==> src/rtl/sdt_pkg.sv <==
package sdt_pkg;
  // Burst length in beats from the 2-bit code: 0,1,2,3 -> 1,2,4,8
  function automatic logic [3:0] blen_of(input logic [1:0] code);
    return 4'(1) << code;
  endfunction
endpackage

==> src/rtl/sdt_track.sv <==
module sdt_track #(
  parameter int CNT_W  = 5,
  parameter int CL_W   = 3,
  parameter int BANK_W = 2,
  parameter int WR_REC = 2
) (
  input  logic              clk,
  input  logic              rst_n,
  input  logic              cmd_valid,
  input  logic              cmd_write,
  input  logic              cmd_autopre,
  input  logic [BANK_W-1:0] cmd_bank,
  input  logic [1:0]        cmd_blen,
  input  logic [CL_W-1:0]   cas_lat,
  output logic              trk_active,
  output logic              trk_write,
  output logic              trk_autopre,
  output logic [BANK_W-1:0] trk_bank,
  output logic [3:0]        trk_bl,
  output logic [CL_W-1:0]   trk_cl,
  output logic [CNT_W-1:0]  trk_cnt
);
  import sdt_pkg::*;

  logic [CNT_W-1:0] end_cnt;

  // Last cycle the burst still needs: final read beat, final write beat,
  // or the write-recovery precharge point.
  always_comb begin
    if (!trk_write)
      end_cnt = CNT_W'(trk_cl) + CNT_W'(trk_bl) - CNT_W'(1);
    else if (trk_autopre)
      end_cnt = CNT_W'(trk_bl) - CNT_W'(1) + CNT_W'(WR_REC);
    else
      end_cnt = CNT_W'(trk_bl) - CNT_W'(1);
  end

  always_ff @(posedge clk or negedge rst_n) begin
    if (!rst_n) begin
      trk_active  <= 1'b0;
      trk_write   <= 1'b0;
      trk_autopre <= 1'b0;
      trk_bank    <= '0;
      trk_bl      <= 4'd1;
      trk_cl      <= CL_W'(2);
      trk_cnt     <= '0;
    end else if (cmd_valid) begin
      trk_active  <= 1'b1;
      trk_write   <= cmd_write;
      trk_autopre <= cmd_autopre;
      trk_bank    <= cmd_bank;
      trk_bl      <= blen_of(cmd_blen);
      trk_cl      <= cas_lat;
      trk_cnt     <= CNT_W'(1);
    end else if (trk_active) begin
      if (trk_cnt >= end_cnt) trk_active <= 1'b0;
      else                    trk_cnt    <= trk_cnt + CNT_W'(1);
    end
  end

  assert_issue_load_R9: assert property (@(posedge clk) disable iff (!rst_n)
    cmd_valid |=> (trk_active && trk_cnt == CNT_W'(1)));
endmodule

==> src/rtl/sdt_dq_ctl.sv <==
module sdt_dq_ctl #(
  parameter int CNT_W  = 5,
  parameter int CL_W   = 3,
  parameter int RD_LAT = 2
) (
  input  logic             clk,
  input  logic             rst_n,
  input  logic             dqm,
  input  logic             cmd_valid,
  input  logic             cmd_write,
  input  logic             trk_active,
  input  logic             trk_write,
  input  logic [3:0]       trk_bl,
  input  logic [CL_W-1:0]  trk_cl,
  input  logic [CNT_W-1:0] trk_cnt,
  output logic             rd_oe,
  output logic             wr_beat,
  output logic             wr_mask
);
  logic [RD_LAT-1:0] dpipe;
  logic              rd_window;
  logic              wr_window;

  // Delay line for the read-side output disable
  always_ff @(posedge clk or negedge rst_n) begin
    if (!rst_n) dpipe[0] <= 1'b0;
    else        dpipe[0] <= dqm;
  end

  for (genvar i = 1; i < RD_LAT; i++) begin : g_dly
    always_ff @(posedge clk or negedge rst_n) begin
      if (!rst_n) dpipe[i] <= 1'b0;
      else        dpipe[i] <= dpipe[i-1];
    end
  end

  always_comb begin
    rd_window = trk_active && !trk_write &&
                (trk_cnt >= CNT_W'(trk_cl)) &&
                (trk_cnt <  CNT_W'(trk_cl) + CNT_W'(trk_bl));
    wr_window = trk_active && trk_write && (trk_cnt < CNT_W'(trk_bl));
    // A command in this cycle overrides the burst being tracked
    rd_oe   = !cmd_valid && rd_window && !dpipe[RD_LAT-1];
    wr_beat = cmd_valid ? cmd_write : wr_window;
    wr_mask = wr_beat && dqm;
  end

  assert_rd_mask_lat_R3: assert property (@(posedge clk) disable iff (!rst_n)
    $past(dqm, RD_LAT) |-> !rd_oe);
  assert_rd_wr_excl_R2: assert property (@(posedge clk) disable iff (!rst_n)
    !(rd_oe && wr_beat));
endmodule

==> src/rtl/sdt_precharge.sv <==
module sdt_precharge #(
  parameter int CNT_W  = 5,
  parameter int CL_W   = 3,
  parameter int BANK_W = 2,
  parameter int WR_REC = 2
) (
  input  logic              clk,
  input  logic              rst_n,
  input  logic              cmd_valid,
  input  logic              trk_active,
  input  logic              trk_write,
  input  logic              trk_autopre,
  input  logic [BANK_W-1:0] trk_bank,
  input  logic [3:0]        trk_bl,
  input  logic [CL_W-1:0]   trk_cl,
  input  logic [CNT_W-1:0]  trk_cnt,
  output logic              pre_start,
  output logic [BANK_W-1:0] pre_bank
);
  logic [CNT_W-1:0] last_beat;
  logic [CNT_W-1:0] lead;
  logic [CNT_W-1:0] pre_at;

  always_comb begin
    if (trk_write) begin
      last_beat = CNT_W'(trk_bl) - CNT_W'(1);
      pre_at    = last_beat + CNT_W'(WR_REC);
      lead      = '0;
    end else begin
      last_beat = CNT_W'(trk_cl) + CNT_W'(trk_bl) - CNT_W'(1);
      lead      = CNT_W'(trk_cl) - CNT_W'(1);   // 1,2,3 clocks for CL 2,3,4
      pre_at    = last_beat - lead;
    end
    pre_start = !cmd_valid && trk_active && trk_autopre && (trk_cnt == pre_at);
    pre_bank  = pre_start ? trk_bank : '0;
  end

  assert_pre_single_R6: assert property (@(posedge clk) disable iff (!rst_n)
    pre_start |=> !pre_start);
endmodule

==> src/rtl/sdram_burst_timer.sv <==
module sdram_burst_timer #(
  parameter int BANK_W = 2,
  parameter int MAX_CL = 4,
  parameter int WR_REC = 2,
  parameter int RD_LAT = 2,
  parameter int CL_W   = $clog2(MAX_CL + 1)
) (
  input  logic              clk,
  input  logic              rst_n,
  input  logic              cmd_valid,
  input  logic              cmd_write,
  input  logic              cmd_autopre,
  input  logic [BANK_W-1:0] cmd_bank,
  input  logic [1:0]        cmd_blen,
  input  logic [CL_W-1:0]   cas_lat,
  input  logic              dqm,
  output logic              rd_oe,
  output logic              wr_beat,
  output logic              wr_mask,
  output logic              pre_start,
  output logic [BANK_W-1:0] pre_bank
);
  localparam int CNT_MAX = MAX_CL + 8 + WR_REC;
  localparam int CNT_W   = $clog2(CNT_MAX + 1);

  logic              trk_active;
  logic              trk_write;
  logic              trk_autopre;
  logic [BANK_W-1:0] trk_bank;
  logic [3:0]        trk_bl;
  logic [CL_W-1:0]   trk_cl;
  logic [CNT_W-1:0]  trk_cnt;

  sdt_track #(.CNT_W(CNT_W), .CL_W(CL_W), .BANK_W(BANK_W), .WR_REC(WR_REC)) u_track (
    .clk(clk), .rst_n(rst_n),
    .cmd_valid(cmd_valid), .cmd_write(cmd_write), .cmd_autopre(cmd_autopre),
    .cmd_bank(cmd_bank), .cmd_blen(cmd_blen), .cas_lat(cas_lat),
    .trk_active(trk_active), .trk_write(trk_write), .trk_autopre(trk_autopre),
    .trk_bank(trk_bank), .trk_bl(trk_bl), .trk_cl(trk_cl), .trk_cnt(trk_cnt)
  );

  sdt_dq_ctl #(.CNT_W(CNT_W), .CL_W(CL_W), .RD_LAT(RD_LAT)) u_dq (
    .clk(clk), .rst_n(rst_n), .dqm(dqm),
    .cmd_valid(cmd_valid), .cmd_write(cmd_write),
    .trk_active(trk_active), .trk_write(trk_write),
    .trk_bl(trk_bl), .trk_cl(trk_cl), .trk_cnt(trk_cnt),
    .rd_oe(rd_oe), .wr_beat(wr_beat), .wr_mask(wr_mask)
  );

  sdt_precharge #(.CNT_W(CNT_W), .CL_W(CL_W), .BANK_W(BANK_W), .WR_REC(WR_REC)) u_pre (
    .clk(clk), .rst_n(rst_n), .cmd_valid(cmd_valid),
    .trk_active(trk_active), .trk_write(trk_write), .trk_autopre(trk_autopre),
    .trk_bank(trk_bank), .trk_bl(trk_bl), .trk_cl(trk_cl), .trk_cnt(trk_cnt),
    .pre_start(pre_start), .pre_bank(pre_bank)
  );
endmodule

==> config.mk <==
export PLATFORM = sky130hd
export DESIGN_NAME = sdram_burst_timer
export DESIGN_NICKNAME = d
export VERILOG_FILES = /design/src/rtl/sdt_pkg.sv /design/src/rtl/sdt_track.sv /design/src/rtl/sdt_dq_ctl.sv /design/src/rtl/sdt_precharge.sv /design/src/rtl/sdram_burst_timer.sv
export SDC_FILE = /design/constraint.sdc
export NUM_CORES = 1
export LEC_CHECK = 0
export ABC_AREA = 1
export BUFFER_PORTS_ARGS = -buffer_cell sky130_fd_sc_hd__buf_2
export CAP_MARGIN = 20
export CORE_UTILIZATION = 59
export CTS_CLUSTER_DIAMETER = 100
export DETAILED_ROUTE_END_ITERATION = 12
export PLACE_DENSITY = 0.79
export SYNTH_ARGS = -nofsm -noshare
export SYNTH_HDL_FRONTEND = slang
export SYNTH_HIERARCHICAL = 1
export SYNTH_SLANG_ARGS = --single-unit
==> constraint.sdc <==
create_clock -name clk -period 3.15 [get_ports clk]
set_clock_uncertainty 0.1 [all_clocks]
set_input_delay 0.315 -clock clk [delete_from_list [all_inputs] [get_ports clk]]
set_output_delay 0.315 -clock clk [all_outputs]
set_load 0.005 [all_outputs]
# Word-level counts from Yosys, hierarchy flattened
# Index checks and enable logic that the tools add are counted.
[op_classes] n_addsub=7 n_mul=0 div_mod_pow=0 n_lt_le_gt_ge=4 eq_ne=2 n_shift=1 muxes=11 bitwise_logic=0 n_reduce_logical=16
[op_table] operator="4-bit 2-to-1 mux" count=6
[op_table] operator="1-bit logical AND" count=11
[op_table] operator="4-bit < comparator" count=2
[op_table] operator="4-bit by 1-bit subtractor with 4-bit output, second input constant" count=2
[op_table] operator="3-bit by 4-bit adder with 4-bit output" count=1
[op_table] operator="4-bit by 1-bit adder with 4-bit output, second input constant" count=1
[op_table] operator="4-bit by 2-bit adder with 4-bit output, second input constant" count=1
[op_table] operator="4-bit == test" count=1
[op_table] operator="4-bit by 3-bit >= comparator with 1-bit output" count=1
[op_table] operator="4-bit >= comparator" count=1
[op_table] operator="1-bit 2-to-1 mux" count=4
[op_table] operator="1-bit by 2-bit << shifter with 4-bit output, first input constant" count=1
[op_table] operator="3-bit by 1-bit subtractor with 4-bit output, second input constant" count=1
[op_table] operator="4-bit subtractor" count=1
[op_table] operator="1-bit zero test" count=3
[op_table] operator="2-bit 2-to-1 mux" count=1
[op_table] operator="2-bit inequality test, second input constant" count=1
[op_table] operator="2-bit AND reduction" count=1
[op_table] operator="2-bit nonzero test" count=1
[word_totals] reg_bits=18 latch_bits=0 mem_bits_rw=0 mem_bits_ro=0 inputBits=13 output_inout_bits=6 wordCells=50 n_memories=0

# Longest topological paths before layout
# Gate-level depths: netlist (run 1).
[depth] ltp_word=8 mapped_depth=17 mapped_depth_nobuf=17

# Cells and area by module
# Netlist (run 1), hierarchy kept.
[by_module_without_submodules] module="sdt_track" instances=1 cells_per_inst=123 area_per_inst_um2=1007.2 seq_area_each_um2=402.9
[by_module_without_submodules] module="sdt_dq_ctl" instances=1 cells_per_inst=59 area_per_inst_um2=425.4 seq_area_each_um2=50.0
[by_module_without_submodules] module="sdt_precharge" instances=1 cells_per_inst=64 area_per_inst_um2=311.5 seq_area_each_um2=0.0

# Worst setup path after synthesis (run 1)
# No wires, ideal clock.
[synth_path] kind="reg-to-output" start="register u_track.trk_cl[1]" end="output pre_bank[0]" t_arrival_ps=2227 t_required_ps=2735 slack_ps=508 stages_incl_launch_ff=14 path_buffers=0 path_cell_list="dfstp_2 -> inv_1 -> ha_1 -> inv_1 -> nand2_1 -> nand2_1 -> inv_1 -> fa_1 -> or2_2 -> nand3_1 -> nand3_1 -> nor2_1 -> nand2_1 -> nor2_1"
[synth_between] elab_chain_len=7 elab_cells_between_ends=8 classes_between="add/sub: 4; eq/ne: 1; mux: 2; reduce/logical: 1"
[synth_lines] item="start, declared" line="sdt_track.sv:20" rtl="output logic [CL_W-1:0] trk_cl,"
[synth_lines] item="start signal, assigned" line="sdt_track.sv:53" rtl="trk_cl <= cas_lat;"
[synth_lines] item="3-bit by 4-bit adder with 4-bit output" line="sdt_precharge.sv:30" rtl="last_beat = CNT_W'(trk_cl) + CNT_W'(trk_bl) - CNT_W'(1);"
[synth_lines] item="4-bit by 1-bit subtractor with 4-bit output" line="sdt_precharge.sv:30"
[synth_lines] item="4-bit subtractor (*)" line="sdt_precharge.sv:32" rtl="pre_at = last_beat - lead;"
[synth_lines] item="4-bit 2-to-1 mux (*)" line="sdt_precharge.sv:25" rtl="if (trk_write) begin"
[synth_lines] item="4-bit == test (*)" line="sdt_precharge.sv:34" rtl="pre_start = !cmd_valid && trk_active && trk_autopre && (trk_cnt == pre_at);"
[synth_lines] item="1-bit logical AND (*)" line="sdt_precharge.sv:34"
[synth_lines] item="2-bit 2-to-1 mux (*)" line="sdt_precharge.sv:35" rtl="pre_bank = pre_start ? trk_bank : '0;"
[synth_lines] item="end, declared" line="sdram_burst_timer.sv:21" rtl="output logic [BANK_W-1:0] pre_bank"
# Every way passes the cells marked *; elsewhere a longest branch is shown, timed or not.

# Final worst setup path (run 1)
# Ends and elaborated chain as after synthesis.

==> metrics.txt, run 1 <==
R2R Setup Slk=170 ps; Max Buffers Root-to-Sink=2; PwrDens=496 nW/um^2; initial antenna violation count=0; Final Cycle Share=between 90 and 100%; path depth of the worst reg2reg path=15; worst r2r dst=u_track/trk_cnt[0]$_DFFE_PN0P_; Syn Inst Count=between 200 and 250; critical-path maximum fanout=3; final setup violation count=0; Routed Antenna Nets=0; run status=finished clean; Syn Nets=approximately 290; Leakage=approximately 1.1 nW; CTS tree=done; hold crit path type=in2reg; Avg WL per Cell=12.4 um; Initial Utilization=approximately 63%; fin cells=302; Met2 Routed Length=1820 um; Worst setup startpoint=u_track/trk_cl[1]$_DFFE_PN1P_; # rows=19; share of cells above drive strength 1=15.9%; clock latency at the later pin of the worst-skew pair=320 ps; first-pass GRT wire length=about 6300 um; Internal=0.547 mW; most common cell after layout, fill and taps aside=nand2_1; met3 WL=a little over 100 um; Fmax=roughly 330 MHz; Max Transition Viols Final=0; Die W=between 50 and 60 um; synthesized area per cell=approximately 7.1 sq um; core box area=between 2000 and 3000 sq um; placed cells=295; GRT overflow=0; min Tclk post-route=around 3000 ps; final instance area=1970 sq um; Worst EP required=around 2700 ps; Clock Power Share=between 15 and 20%; Met1 Wirelength=around 1800 um; via count=about 1600; CP Capture Type=output pin; CP Class=reg2out; worst-case vdd ir drop=413 uV; post-detail-place hpwl=approximately 2800 um; Seq pwr share=roughly a third; DRT iter0 DRCs=69; Buffers on Ports=18; Mapped Area=1740 sq um; Logic pwr share=around half; Slew Limit Headroom=between 70 and 80%; area growth from synthesis to layout=12.7%; htree depth=1; drt total wl=about 3700 um; # diodes=0; drt pass-1 iters=4; Worst Tran Pin Value=421 ps; #FFs+latches synth=18; Highest Signal Layer=met4; Die Ht=56.4 um; WP data arrival=2600 ps; asr flop ratio synth=100%; Finished Core Util=a little over two thirds; routed vias/inst=around 5.2; Die ar.=3180 sq um; crit path to=pre_bank[0]; fill count=roughly 240; Seq/Total Area, Yosys=between 20% and 30%; Post-synth top flop=dfrtp_1; num ports=19; CTS buffer count=3; most frequent cells in the layout=nand2_1 (71), inv_1 (49), ha_1 (25); Yosys cell types=28; sw frac=roughly 44%; # DRC=0; GRT Util Overall=26.1%; Nets=314; Clk pin slew, worst setup/hold paths=120 ps; sw power=0.428 mW; clock root buffer=clkbuf_4; largest net degree at the start of global routing=23; max-cap viol count=0; crit start category=register; Post-synth EDFFs=0; Placed Area=1880 sq um; Reg2Reg Launch Point=u_track/trk_cl[1]$_DFFE_PN1P_; final hold vios=0; Clock Sinks=18; GPL Wtd Cong=0.789; Yosys warning total=6; vias in the first global route=1454
-- metal layers --
| layer | global-route usage [%] | vias up |
|---|---|---|
| li1 | - | 821 |
| met1 | 32.6 | 718 |
| met2 | 45.6 | 34 |
| met3 | 2.76 | 6 |
| met4 | 11.1 | 0 |
| met5 | 0 | - |
-- power by group through the flow --
stage	logic [mW]	clock network (mW)	registers, mW
floorplan	0.364	0	0.319
global placement	0.446	0	0.339
detailed placement	0.467	0	0.340
CTS	0.473	0.150	0.334
global route	0.570	0.161	0.344
finish	0.488	0.153	0.334
-- state kept, by name, indices dropped and copies added (netlist names) --
register and cells:
u_track/trk_active 1, u_track/trk_cl 3, u_track/trk_bl 4, u_track/trk_write 1, u_track/trk_autopre 1, u_track/trk_cnt 4, u_dq/dpipe 2, u_track/trk_bank 2
-- kinds of logic after synthesis --
group,Yosys count,share of synthesized area (%)
simple gates,116,29.1
buf+inv,55,12.3
fa+ha+maj,29,22.1
compound gates,21,7.03
flops,18,26.0
xor+xnor,7,3.52
-- synth_stat cells, types with 2 or more instances --
library cell  instances  area, sq um
inv_1                51          191
a21oi_1               4         20.0
nor2_1                9         33.8
xnor2_1               2         17.5
or2_2                 3         18.8
ha_1                 26          325
o22ai_1               4         25.0
o21ai_0               9         45.0
nand3b_1              3         22.5
buf_4                 2         15.0
nand4_1               5         31.3
xor2_1                5         43.8
or2_1                 2         12.5
nand2_1              72          270
dfstp_2               2         52.6
fa_1                  3         60.1
nand3_1              18         90.1
dfrtp_1              16          400
-- critical path, stage by stage, from the launching register on --
cell     delay, ps
dfstp_2        560
inv_2           50
ha_4           260
inv_1           30
nand2_1         70
nand2_1         70
inv_2           50
fa_1           390
or2_4          240
nand3_2         70
nand3_1         60
nor2_1         130
nand2_2        110
nor2_2         100
buf_2          120
-- through the flow --
step                total power [mW]  setup WS [ps]  hold WS [ps]  setup TNS (ps)
detailed placement             0.807            284           174               0
global placement               0.786            329           167               0
finish                         0.975            130          56.6               0
CTS                            0.956           8.62          51.1               0
floorplan                      0.683            508         -80.6               0
global route                    1.07          -1.62          33.5           -1.62
-- final cells by class --
| cell class | count | area, sq um | share of cell area (%) |
|---|---|---|---|
| clock buffer | 4 | 36.3 | 1.85 |
| inverter | 52 | 195 | 9.93 |
| multi-input combinational | 173 | 1100 | 56.1 |
| sequential | 18 | 454 | 23.1 |
| tap | 31 | 38.8 | 1.97 |
| timing repair buffer | 24 | 138 | 7.00 |
-- timing repair --
item	CTS	global route
hold buffers	1	0
pin swaps	0	7
gates resized for setup	0	9
buffers inserted	1	1
endpoints found under the hold margin	16	0
endpoints found under the setup margin	3	3
-- worst min-delay path by stage --
| stage | slack (ps) | from | endpoint | cells past startpoint |
|---|---|---|---|---|
| 2_1_floorplan | -80 | rst_n | u_dq/dpipe[0]$_DFF_PN0_ | 0 |
| 3_3_place_gp | 170 | rst_n | u_dq/dpipe[1]$_DFF_PN0_ | 1 |
| 3_5_place_dp | 170 | rst_n | u_dq/dpipe[1]$_DFF_PN0_ | 1 |
| 4_1_cts | 50 | dqm | u_dq/dpipe[0]$_DFF_PN0_ | 1 |
| 5_1_grt | 30 | dqm | u_dq/dpipe[0]$_DFF_PN0_ | 1 |
| 6_report | 60 | dqm | u_dq/dpipe[0]$_DFF_PN0_ | 1 |
Note: power is estimated with default switching activity, not from simulation.
==> run 2, diff against run 1 <==
ABC_AREA = not set   (was 1)
CORE_UTILIZATION = 58   (was 59)
PLACE_DENSITY = 0.78   (was 0.79)
==> run 2 against run 1 <==
Net effect:
- count of clock-buffer cells in the layout did not move
- sequential cell count did not move
- total power rose by 5.7%
- sequential power rose by 2%
- largest cell class unchanged
- setup slack got worse by 120 ps
- critical path type unchanged
- wire length fell by 6.5%
- register-to-register slack got worse by 110 ps
- sequential share of layout area rose by 0.099 points
==> metrics.txt, run 2 <==
run status=finished clean (unchanged); Buffers on Ports=18 (unchanged); share of cells above drive strength 1=34.9% (was 15.9%); Worst setup startpoint=u_track/trk_cl[1]$_DFFE_PN1P_ (unchanged); min Tclk post-route=3140 ps (was 3020 ps); R2R Setup Slk=60 ps (was 170 ps); most frequent cells after synthesis=ha_1 (26), inv_1 (23), dfrtp_1 (16) (was nand2_1 (72), inv_1 (51), ha_1 (26)); most frequent cells in the layout=ha_1 (21), buf_2 (18), inv_1 (17) (was nand2_1 (71), inv_1 (49), ha_1 (25)); Nets=238 (was 314); final hold vios=0 (unchanged); critical path, cell by cell=buf_6 > buf_4 > ha_2 > or2_4 > fa_2 > xor2_1 > nor3_2 > o221ai_2 > buf_4 > nor2_2 > buf_2 (was inv_2 > ha_4 > inv_1 > nand2_1 > nand2_1 > inv_2 > fa_1 > or2_4 > nand3_2 > nand3_1 > nor2_1 > nand2_2 > nor2_2 > buf_2); # DRC=0 (unchanged); path depth of the worst reg2reg path=15 (unchanged); Worst EP required=2730 ps (about the same); GRT overflow=0 (unchanged); Syn Nets=209 (was 288); Clock Power Share=11.8% (was 15.7%); Max Buffers Root-to-Sink=2 (unchanged); Post-synth EDFFs=0 (unchanged); vias in the first global route=1300 (was 1454); Synth top area share=24.6% (was 23.0%); crit path to=pre_start (was pre_bank[0]); WP data arrival=2730 ps (was 2600 ps); Yosys warning total=6 (unchanged); dominant cell type by area after synthesis=dfrtp_1 (unchanged); synthesized area per cell=9.75 sq um (was 7.09 sq um); via count=1310 (was 1579); #FFs+latches synth=18 (unchanged); Slew Limit Headroom=59.6% (was 71.9%); Die ar.=3020 sq um (was 3180 sq um); PwrDens=528 nW/um^2 (was 496 nW/um^2); worst r2r dst=u_track/trk_active$_DFF_PN0_ (was u_track/trk_cnt[0]$_DFFE_PN0P_); Initial Utilization=63.4% (was 62.7%); sw frac=41.9% (was 43.9%); Logic pwr share=55.2% (was 50.1%); cell with the most instances after synthesis=ha_1 (was nand2_1); asr flop ratio synth=100% (unchanged); CTS buffer count=3 (unchanged); num ports=19 (unchanged); CP Capture Type=output pin (unchanged); drt pass-1 iters=4 (unchanged); CTS tree=done (unchanged); most used cell, CP=buf_4; Final Cycle Share=99.8% (was 95.9%); post-detail-place hpwl=2530 um (was 2820 um); largest net degree at the start of global routing=27 (was 23); CP max stage delay=570 ps (was 560 ps); Die Ht=55.0 um (was 56.4 um); Mapped Area=1630 sq um (was 1740 sq um); clock latency at the later pin of the worst-skew pair=300 ps (was 320 ps); Clock Sinks=18 (unchanged); Post-synth top flop=dfrtp_1 (unchanged); # diodes=0 (unchanged); synth top area cells=dfrtp_1 (25%), ha_1 (20%), inv_1 (5.3%), xnor2_1 (4.3%), fa_1 (3.7%) (was dfrtp_1 (23%), ha_1 (19%), nand2_1 (15%), inv_1 (11%), nand3_1 (5.2%)); critical-path maximum fanout=5 (was 3); Reg2Reg Launch Point=u_track/trk_cl[1]$_DFFE_PN1P_ (unchanged); Seq pwr share=33.0% (was 34.3%); hold_ws=46.7 ps (was 56.6 ps); RSZ-0062 raised after global routing=true; max-cap viol count=0 (unchanged); Largest regs=u_track/trk_bl: 4 flops, u_track/trk_cnt: 4 flops, u_track/trk_cl: 3 flops (unchanged); Internal=0.599 mW (was 0.547 mW); Clk pin slew, worst setup/hold paths=100 ps (was 120 ps); worst-case vdd ir drop=562 uV (was 413 uV); Worst Tran Pin Value=606 ps (was 421 ps); hold crit path type=in2reg (unchanged); drt total wl=3500 um (was 3740 um); final setup violation count=0 (unchanged); clock root buffer=clkbuf_4 (unchanged); CP Class=reg2out (unchanged); setup TNS=0 ps (unchanged); Leakage=0.916 nW (was 1.14 nW); Tot Pwr=1.03 mW (was 0.975 mW); htree depth=1 (unchanged); DRT iter0 DRCs=36 (was 69); crit start category=register (unchanged); Avg WL per Cell=15.6 um (was 12.4 um); Routed Antenna Nets=0 (unchanged); Syn Inst Count=167 (was 246); GRT Util Overall=26.5% (was 26.1%); initial antenna violation count=0 (unchanged); area growth from synthesis to layout=19.9% (was 12.7%); first-pass GRT wire length=5550 um (was 6260 um); most common cell after layout, fill and taps aside=ha_1 (was nand2_1); Die W=55.0 um (was 56.4 um); Slowest cell on crit path=fa_2 (was dfstp_2); sw power=0.432 mW (was 0.428 mW); # rows=18 (was 19); routed vias/inst=5.82 (was 5.23); Fmax=318 MHz (was 331 MHz); core box area=2570 sq um (was 2780 sq um); Max Transition Viols Final=0 (unchanged); Yosys cell types=41 (was 28); GPL Wtd Cong=0.874 (was 0.789); Seq/Total Area, Yosys=27.8% (was 26.0%)
run 2: cell count changes after synthesis, sizes merged, moves of 4 or more:
cell | previous run | this run
xnor2 | 2 | 8
a21oi | 5 | 9
nor3b | 0 | 5
inv | 52 | 23
nand3 | 18 | 3
or2 | 6 | 2
nand2 | 73 | 10
nand4 | 5 | 0
mux2 | 0 | 5
run 2: worst max-delay path: cells and delay by family (launching register included):
kind / cells / cell delay (ps)
DFF: 1 / 390
xor gates and xnor gates: 1 / 170
and+or+nand+nor: 3 / 340
AOI/OAI and AO/OA: 1 / 240
buffers and inverters: 4 / 570
adders and majority gates: 2 / 740
run 2: routing by layer:
| layer | GRT usage [%] | up-vias | wire length [um] |
|---|---|---|---|
| met3 | 2.73 | 6 | 163 |
| met4 | 15.8 | 0 | 46 |
| met1 | 31.7 | 634 | 1460 |
| met5 | 0 | - | 0 |
| met2 | 45.6 | 35 | 1830 |
| li1 | - | 635 | - |
run 2: cell families after synthesis:
family                   count (synthesis)  synth area share, %
multiplexers                             8                 5.30
flip-flops                              18                 27.8
AO/OA/AOI/OAI                           30                 12.1
AND/OR/NAND/NOR                         40                 14.8
adder cells (fa/ha/maj)                 29                 23.7
XOR/XNOR                                16                 10.3
buffers and inverters                   26                 6.00
run 2: power by group through the flow:
| stage | registers [mW] | clock network, mW | logic [mW] |
|---|---|---|---|
| 6_report | 0.340 | 0.122 | 0.569 |
| 5_1_grt | 0.346 | 0.138 | 0.644 |
| 4_1_cts | 0.337 | 0.129 | 0.538 |
| 3_5_place_dp | 0.340 | 0 | 0.502 |
| 3_3_place_gp | 0.337 | 0 | 0.474 |
| 2_1_floorplan | 0.319 | 0 | 0.382 |
run 2: worst min path at each step:
| stage | start | end | depth (start not counted) |
|---|---|---|---|
| finish | dqm | u_dq/dpipe[0]$_DFF_PN0_ | 1 |
| global route | dqm | u_dq/dpipe[0]$_DFF_PN0_ | 1 |
| CTS | dqm | u_dq/dpipe[0]$_DFF_PN0_ | 1 |
| detailed placement | rst_n | u_track/trk_active$_DFF_PN0_ | 1 |
| global placement | rst_n | u_track/trk_cnt[3]$_DFFE_PN0P_ | 1 |
| floorplan | rst_n | u_dq/dpipe[0]$_DFF_PN0_ | 0 |
run 2: timing repair:
action                                  CTS  global route
endpoints found under the setup margin    7             8
cloned                                    0             0
resized for setup                        12            16
hold buffers                              1             0
hold endpoints to repair                 16             0
pin swaps                                11            11
setup buffers                             2             1
run 2: final cells by class:
cell class                 instances  area [sq um]
multi-input combinational        123          1180
fill                             173           616
sequential                        18           453
timing repair buffer              27           164
inverter                          23          88.8
tap                               30          37.5
clock buffer                       4          26.3
run 2: metrics by stage:
step	util (%)	cells	area, sq um	worst slack, ps
final	76.0	225	1950	6.74
after global routing	76.0	225	1950	-105
after CTS	73.5	224	1890	-4.88
after detailed placement	69.4	217	1780	0.339
after global placement	69.4	217	1780	76.9
after floorplan	-	167	1630	47.9
